[src/rtl/mac_pkg.sv]
package mac_pkg;
  typedef enum logic [1:0] {
    SZ_BYTE = 2'b00,
    SZ_HALF = 2'b01,
    SZ_WORD = 2'b10,
    SZ_WALT = 2'b11
  } esize_t;

  typedef enum logic [2:0] {
    ST_IDLE,
    ST_CHECK,
    ST_WAIT,
    ST_MUL,
    ST_ACC,
    ST_FIN
  } state_t;

  function automatic logic [2:0] size_bytes(input logic [1:0] code);
    case (code)
      SZ_BYTE: size_bytes = 3'd1;
      SZ_HALF: size_bytes = 3'd2;
      default: size_bytes = 3'd4;
    endcase
  endfunction
endpackage

[src/rtl/mac_elem_ext.sv]
module mac_elem_ext #(
  parameter int DW = 32
) (
  input  logic [DW-1:0] raw,
  input  logic [1:0]    esize,
  output logic [DW-1:0] val
);
  import mac_pkg::*;
  always_comb begin
    case (esize)
      SZ_BYTE: val = {{(DW-8){raw[7]}}, raw[7:0]};
      SZ_HALF: val = {{(DW-16){raw[15]}}, raw[15:0]};
      default: val = raw;
    endcase
  end
endmodule

[src/rtl/mac_cost.sv]
module mac_cost #(
  parameter int CW = 32
) (
  input  logic [CW-1:0] n,
  input  logic [1:0]    esize,
  output logic [CW-1:0] cost
);
  import mac_pkg::*;
  localparam logic [CW-1:0] BASE = CW'(6);
  logic [CW-1:0] pairs, quads, odd1, rem4;
  assign pairs = n >> 1;
  assign quads = n >> 2;
  assign odd1  = {{(CW-1){1'b0}}, n[0]};
  assign rem4  = {{(CW-2){1'b0}}, n[1:0]};
  always_comb begin
    case (esize)
      SZ_BYTE: cost = BASE + quads * CW'(7) + (rem4 << 2);
      SZ_HALF: cost = BASE + pairs * CW'(5) + (odd1 << 2);
      default: cost = BASE + (n << 2);
    endcase
  end
endmodule

[src/rtl/mac_seq_top.sv]
module mac_seq_top #(
  parameter int DW      = 32,
  parameter int AW      = 32,
  parameter int CW      = 32,
  parameter int EXT_BIT = 15
) (
  input  logic          clk,
  input  logic          rst,
  input  logic          start,
  input  logic [AW-1:0] ptr_a_in,
  input  logic [AW-1:0] ptr_b_in,
  input  logic [CW-1:0] count_in,
  input  logic [1:0]    esize_in,
  input  logic [DW-1:0] sum_lo_in,
  input  logic [DW-1:0] sum_mid_in,
  input  logic [DW-1:0] sum_hi_in,
  input  logic [DW-1:0] mem_rdata_a,
  input  logic [DW-1:0] mem_rdata_b,
  output logic          mem_rd,
  output logic [AW-1:0] mem_addr_a,
  output logic [AW-1:0] mem_addr_b,
  output logic [AW-1:0] ptr_a_o,
  output logic [AW-1:0] ptr_b_o,
  output logic [CW-1:0] count_o,
  output logic [DW-1:0] sum_lo_o,
  output logic [DW-1:0] sum_mid_o,
  output logic [DW-1:0] sum_hi_o,
  output logic          flag_s,
  output logic          flag_o,
  output logic [CW-1:0] cost_o,
  output logic          busy,
  output logic          done
);
  import mac_pkg::*;
  localparam int PW = 2 * DW;
  localparam int SW = 3 * DW;

  state_t              state;
  logic [1:0]          esz;
  logic [SW-1:0]       acc;
  logic signed [PW-1:0] prod_r;
  logic                looped;
  logic [DW-1:0]       ext_a, ext_b;
  logic [CW-1:0]       cost_w;
  logic [DW-1:0]       hi_final;
  logic [AW-1:0]       step;

  mac_elem_ext #(.DW(DW)) u_ext_a (.raw(mem_rdata_a), .esize(esz), .val(ext_a));
  mac_elem_ext #(.DW(DW)) u_ext_b (.raw(mem_rdata_b), .esize(esz), .val(ext_b));
  mac_cost #(.CW(CW)) u_cost (.n(count_in), .esize(esize_in), .cost(cost_w));

  assign step = AW'(size_bytes(esz));
  assign hi_final = looped
    ? {{(DW-EXT_BIT-1){acc[2*DW+EXT_BIT]}}, acc[2*DW+EXT_BIT:2*DW]}
    : acc[SW-1:2*DW];

  assign sum_lo_o  = acc[DW-1:0];
  assign sum_mid_o = acc[2*DW-1:DW];
  assign sum_hi_o  = acc[SW-1:2*DW];

  always_ff @(posedge clk) begin
    if (rst) begin
      state      <= ST_IDLE;
      esz        <= 2'b00;
      acc        <= '0;
      prod_r     <= '0;
      looped     <= 1'b0;
      ptr_a_o    <= '0;
      ptr_b_o    <= '0;
      count_o    <= '0;
      cost_o     <= '0;
      mem_rd     <= 1'b0;
      mem_addr_a <= '0;
      mem_addr_b <= '0;
      flag_s     <= 1'b0;
      flag_o     <= 1'b0;
      busy       <= 1'b0;
      done       <= 1'b0;
    end else begin
      done   <= 1'b0;
      mem_rd <= 1'b0;
      case (state)
        ST_IDLE: if (start) begin
          ptr_a_o <= ptr_a_in;
          ptr_b_o <= ptr_b_in;
          count_o <= count_in;
          esz     <= esize_in;
          acc     <= {sum_hi_in, sum_mid_in, sum_lo_in};
          cost_o  <= cost_w;
          looped  <= 1'b0;
          busy    <= 1'b1;
          state   <= ST_CHECK;
        end
        ST_CHECK: begin
          if (count_o == '0) begin
            state <= ST_FIN;
          end else begin
            mem_rd     <= 1'b1;
            mem_addr_a <= ptr_a_o;
            mem_addr_b <= ptr_b_o;
            state      <= ST_WAIT;
          end
        end
        ST_WAIT: state <= ST_MUL;
        ST_MUL: begin
          prod_r <= $signed(ext_a) * $signed(ext_b);
          state  <= ST_ACC;
        end
        ST_ACC: begin
          acc     <= acc + {{(SW-PW){prod_r[PW-1]}}, prod_r};
          ptr_a_o <= ptr_a_o + step;
          ptr_b_o <= ptr_b_o + step;
          count_o <= count_o - CW'(1);
          looped  <= 1'b1;
          state   <= ST_CHECK;
        end
        ST_FIN: begin
          acc[SW-1:2*DW] <= hi_final;
          flag_s <= hi_final[DW-1];
          flag_o <= (hi_final != '0) && (hi_final != '1);
          busy   <= 1'b0;
          done   <= 1'b1;
          state  <= ST_IDLE;
        end
        default: state <= ST_IDLE;
      endcase
    end
  end
endmodule

[config.mk]
export PLATFORM = sky130hd
export DESIGN_NAME = mac_seq_top
export DESIGN_NICKNAME = d
export VERILOG_FILES = /design/src/rtl/mac_pkg.sv /design/src/rtl/mac_elem_ext.sv /design/src/rtl/mac_cost.sv /design/src/rtl/mac_seq_top.sv
export SDC_FILE = /design/constraint.sdc
export NUM_CORES = 2
export LEC_CHECK = 0
export BUFFER_PORTS_ARGS = -buffer_cell sky130_fd_sc_hd__buf_2
export CAP_MARGIN = 20
export CORE_MARGIN = 1.5
export CORE_UTILIZATION = 55
export CTS_CLUSTER_SIZE = 25
export DETAILED_ROUTE_END_ITERATION = 8
export PLACE_DENSITY_LB_ADDON = 0.08
export SKIP_CTS_REPAIR_TIMING = 1
export SLEW_MARGIN = 20
export SYNTH_ARGS = -nofsm -noshare
export SYNTH_HDL_FRONTEND = slang
export SYNTH_SLANG_ARGS = --single-unit
[constraint.sdc]
create_clock -name clk -period 10.7 [get_ports clk]
set_clock_uncertainty 0.2 [all_clocks]
set_input_delay 1.07 -clock clk [delete_from_list [all_inputs] [get_ports clk]]
set_output_delay 1.07 -clock clk [all_outputs]
set_load 0.02 [all_outputs]
# ---- After elaboration in Yosys (flattened, before gate mapping)
# Index checks and enable logic that the tools add are counted.
dict set report totals {
  reg_bits 363
  output_inout_bits 293
  wordCells 78
}
dict set report op_classes {
  add_sub_neg 9
  multipliers 3
  n_eq_ne 9
  n_mux 23
  n_bitwise 2
  reduce_logical 15
}
# op n
set ops {}
lappend ops {{32-bit case mux with 2 select lines} 6}
lappend ops {{32-bit two-way mux} 4}
lappend ops {{64-bit case mux with 2 select lines} 1}
lappend ops {{3-bit by 32-bit adder with 32-bit output, first input constant} 3}
lappend ops {{32-bit by 3-bit adder with 32-bit output} 3}
lappend ops {{96-bit adder} 1}
lappend ops {{96-bit two-way mux} 1}
lappend ops {{32-bit case mux with 3 select lines} 1}
lappend ops {{32-bit by 32-bit multiplier with 64-bit output} 1}
lappend ops {{32-bit by 4-bit adder with 32-bit output} 1}
lappend ops {{32-bit logical NOT} 1}
lappend ops {{30-bit by 3-bit multiplier with 32-bit output, second input constant} 1}
lappend ops {{31-bit by 3-bit multiplier with 32-bit output, second input constant} 1}
lappend ops {{32-bit inequality test, second input constant} 1}
lappend ops {{32-bit nonzero test} 1}
lappend ops {{32-bit by 1-bit subtractor with 32-bit output, second input constant} 1}
lappend ops {{3-bit case mux with 5 select lines} 1}
lappend ops {{2-bit AND reduction} 5}
lappend ops {{3-bit by 2-bit == test with 1-bit output, second input constant} 2}
lappend ops {{3-bit == test, second input constant} 2}
lappend ops {{3-bit two-way mux} 2}
lappend ops {{3-bit case mux with 2 select lines} 1}
lappend ops {{2-bit by 1-bit == test with 1-bit output, second input constant} 2}
lappend ops {{2-bit logical NOT} 2}
lappend ops {{other kinds (10)} 16}

# ---- Depth between registers and ports, before layout
dict set report logic_depth {
  word_depth 4
  ltp_mapped 36
  ltp_nobuf 33
}

# ---- By module
# A second synthesis with hierarchy kept.
dict set report unflattened {
  hier_cells 7690
  area_unflattened_um2 65156.2
}
# module n_inst cells_each area_each_um2 seq_area_each_um2
set modules_own_cells {}
lappend modules_own_cells {mac_seq_top 1 6784 57616.5 7267.0}
lappend modules_own_cells {mac_cost 1 778 6686.4 0.0}
lappend modules_own_cells {mac_elem_ext 2 64 426.7 0.0}

# ---- Worst setup path after synthesis
# OpenSTA, ideal clock, no wires.
dict set report synth_timing {
  path_type {in2reg}
  startpoint {input mem_rdata_a[7]}
  endpoint {register prod_r[63]}
  setup_time_ns 0.124
  arrival_time_ns 9.200
  t_required_ns 10.376
  setup_slack_ns 1.176
  stages 34
  path_buffers 4
  cell_sequence {clkbuf_1 -> mux2i_1 -> nand2_1 -> clkbuf_1 -> o21a_1 -> clkbuf_1 -> clkbuf_1 -> nand2_1 -> fa_1 -> fa_1 -> inv_1 -> fa_1 -> inv_1 -> fa_1 -> inv_1 -> fa_1 -> fa_1 -> fa_1 -> inv_1 -> fa_1 -> inv_1 -> ha_1 -> nand3_1 -> or3_1 -> o22a_1 -> and3_1 -> a211o_1 -> o21ai_2 -> o21a_1 -> o31ai_2 -> o31ai_2 -> nand3_1 -> a211oi_1 -> nor3_1}
}
dict set report synth_via {
  elab_chain_cells 2
}
# item line_no
set synth_rtl {}
lappend synth_rtl {{start: declaration} mac_seq_top.sv:17} ;# input logic [DW-1:0] mem_rdata_a,
lappend synth_rtl {{32-bit case mux with 2 select lines} mac_elem_ext.sv:10} ;# case (esize)
lappend synth_rtl {{32-bit by 32-bit multiplier with 64-bit output} mac_seq_top.sv:106} ;# prod_r <= $signed(ext_a) * $signed(ext_b);
lappend synth_rtl {{end signal: assignment} mac_seq_top.sv:106}
lappend synth_rtl {{end: declaration} mac_seq_top.sv:41} ;# logic signed [PW-1:0] prod_r;
# Every way passes these cells.
# A chain may end at the register's enable or synchronous reset.

# ---- Worst setup path in the final report
dict set report layout_timing {
  startpoint {register esz[1]}
  endpoint {register prod_r[60]}
}
dict set report layout_via {
  elab_chain_cells 3
  word_cells_on_any_way 5
}
# item line_no
set layout_rtl {}
lappend layout_rtl {{start: declaration} mac_seq_top.sv:39} ;# logic [1:0] esz;
lappend layout_rtl {{start signal: assignment} mac_seq_top.sv:87} ;# esz <= esize_in;
lappend layout_rtl {{2-bit by 1-bit == test with 1-bit output or 2-bit logical NOT (tied branches)} mac_elem_ext.sv:10}
lappend layout_rtl {{32-bit case mux with 2 select lines} mac_elem_ext.sv:10}
lappend layout_rtl {{32-bit by 32-bit multiplier with 64-bit output *} mac_seq_top.sv:106}
# Mark *: on every way between the ends. The rest lies on a longest branch, timed or not.

==> summary.md <==
| Metric | Value |
|---|---|
| Outcome | complete, no violations |
| Setup TNS | 0 ps |
| Yosys top cell by area | fa_1 |
| Row count | ~130 |
| CP max-delay cell | o21a_1 |
| Reg clk slew, reported paths | approximately 60 ps |
| Max cap viols | 0 |
| XOR/XNOR share of the synthesized area | 0.03118 |
| Unique masters post-synth | 94 |
| Layout area overhead | 8.668% |
| First DRT Iteration DRCs | 5100 |
| Syn nets | between 9000 and 10000 |
| Worst Hold Class | reg2reg |
| Worst hold margin | around 250 ps |
| Worst EP required | 10930 ps |
| Worst stage delay on the critical path | 670 ps |
| CORE AREA | 0.1159 mm2 |
| Met1 Routed Length | 92310 um |
| CP Class | reg2reg |
| Final nets | 9843 |
| Boundary Pins | about 550 |
| Clock root cell | clkbuf_16 |
| Die area | ~0.12 mm2 |
| Layout cells sized above 1 | 0.1033 |
| Most common cell on crit path | fa_1 |
| Post-synthesis compound-gate area fraction | 0.1344 |
| Warnings, synthesis | 0 |
| Commonest non-fill, non-tap cells in the layout | 1199 x nand2_1, 1118 x fa_1, 1076 x inv_1, 608 x nor2_1, 552 x buf_2 |
| Top cell type's share of synthesized area | 0.3495 |
| Worst Tran Pin Value | 1091 ps |
| Clock Latency Late Sink | 600 ps |
| Worst Reg-to-Reg Cells | 31 |
| PnR worst setup slack | between 600 and 700 ps |
| Placed cells | 9432 |
| Critical path endpoint category | flop |
| Flop-to-flop setup slack | approximately 650 ps |
| CP max FO | 20 |
| Post-synth EDFFs | 0 |
| CTS H-tree depth | 2 |
| Gpl congestion | between 0.9 and 1 |
| Post-place setup slack | between 300 and 400 ps |
| Main synth FF type | dfxtp_1 |
| Vias per cell | around 5.9 |
| Main combinational cell family by area after synthesis | adder cells |
| Hold Crit Depth | 2 |
| Final cell count without fillers | about 9500 |
| # setup viols final | 0 |
| Post-Synth Adder-Cell Area | 0.4495 |
| Hold Vio Cnt, Final | 0 |
| Antenna-violating nets left | 0 |
| Vias in the first global route | about 55000 |
| Fraction of synthesized area in multiplexers | 0.003028 |
| Critical path data arrival time | 10280 ps |
| Wire per inst | roughly 23 um |
| GRT Resource Usage Total | 0.3657 |
| CTS tree | built |
| Area of the mapped netlist | 0.06405 mm2 |
| Die height | around 340 um |
| Initial Util | 0.5526 |
| Post-DP HPWL | ~180000 um |
| GR Overflow Total | 0 |
| First-pass GRT wire length | between 300000 and 400000 um |
| Antenna violations before repair | 32 |
| Via count | roughly 56000 |
| Clock buffer count from CTS | 41 |
| Met2 wire length | 97880 um |
| Port buffer count | 553 |
| Longest Clk Path Bufs | 3 |
| Fin crit share | 0.9388 |
| Fmax | 0.09955 GHz |
| Clock tree sinks | 363 |
| Largest net degree at the start of global routing | 96 |
| RSZ-0062 raised after global routing | false |
| Drt pass-1 iters | 8 |
| Most common cell after layout, fill and taps aside | nand2_1 |
| Register area share after synthesis | 0.1135 |
| Drt total wl | ~220000 um |
| Final slew viol count | 0 |
| Die width | about 340 um |
| Flops & latches, synth | 363 |
| Crit start category | flop |
| Synth Instances | 7658 |
| Rel. slew slack | 0.2649 |
| Minimum clock period | between 10000 and 15000 ps |
| Dominant cells by area after synthesis | fa_1 35%, dfxtp_1 11%, ha_1 10% |
| Top Layer Used | met5 |
| Asr flop ratio synth | 0 |
| Post-Synth Simple-Gate Area | 0.1777 |
| Routed wl met3 | around 19000 um |
| Residual DRC count | 0 |
| Synth Area per Inst | 8.363 um2 |
## metrics by stage
stage	util	area, um2
after CTS	0.5998	69510
after detailed placement	0.5876	68100
final	0.6006	69600
after global routing	0.6003	69570
after floorplan	-	64050
after global placement	0.5875	68090
## state kept, by name (all words and copies together) (netlist names)
register    count
acc            96
busy            1
cost_o         32
count_o        32
done            1
esz             2
flag_o          1
flag_s          1
looped          1
mem_addr_a     32
mem_addr_b     32
mem_rd          1
prod_r         64
ptr_a_o        32
ptr_b_o        32
state           3
## layout make-up
class,instances,area (um2)
fill,10684,46290
sequential,363,7267
antenna,30,75.07
inverter,1078,4046
tap,1524,1907
multi-input combinational,5778,51030
clock buffer,57,1187
timing repair buffer,690,3856
clock inverter,18,229.0
## routing by layer
metal | track usage | vias to the layer above
met5 | 0 | -
met4 | 0.1277 | 12
met3 | 0.05087 | 408
met2 | 0.5644 | 2498
met1 | 0.5274 | 28299
li1 | - | 25232
## critical path: cells and delay by family (launching register included)
kind            cells  cell delay [ps]
compound gates      9             2240
fa+ha+maj           9             4340
simple gates        3             1210
buf+inv             9             1220
mux                 1              160
flops               1              520
## worst paths after layout
kind	start	end
setup / recovery	esz[1]	prod_r[60]
hold / removal	mem_addr_b[8]	mem_addr_b[8]
setup reg to reg	esz[1]	prod_r[60]
hold reg to reg	mem_addr_b[8]	mem_addr_b[8]
## synthesized netlist by cell type, drive strengths merged (74+ instances only)
| library cell | n |
|---|---|
| nand2 | 1204 |
| fa | 1118 |
| inv | 1076 |
| nor2 | 612 |
| ha | 512 |
| a21oi | 488 |
| clkbuf | 384 |
| dfxtp | 363 |
| and2 | 260 |
| o21ai | 226 |
| xnor2 | 154 |
| a21o | 116 |
| a211oi | 84 |
| nand3 | 81 |
| nor3 | 76 |
| xor2 | 74 |
## logic make-up (layout without fill, tap and decap cells)
group / Yosys count / in the layout
compound gates: 1353 / 1353
xor+xnor: 228 / 228
mux: 19 / 19
other cells: 0 / 30
simple gates: 2548 / 2548
buf+inv: 1517 / 1843
flops: 363 / 363
fa+ha+maj: 1630 / 1630
Power is not shown: default switching activity piles up to over one toggle a cycle in this logic, so the estimate is an artifact.
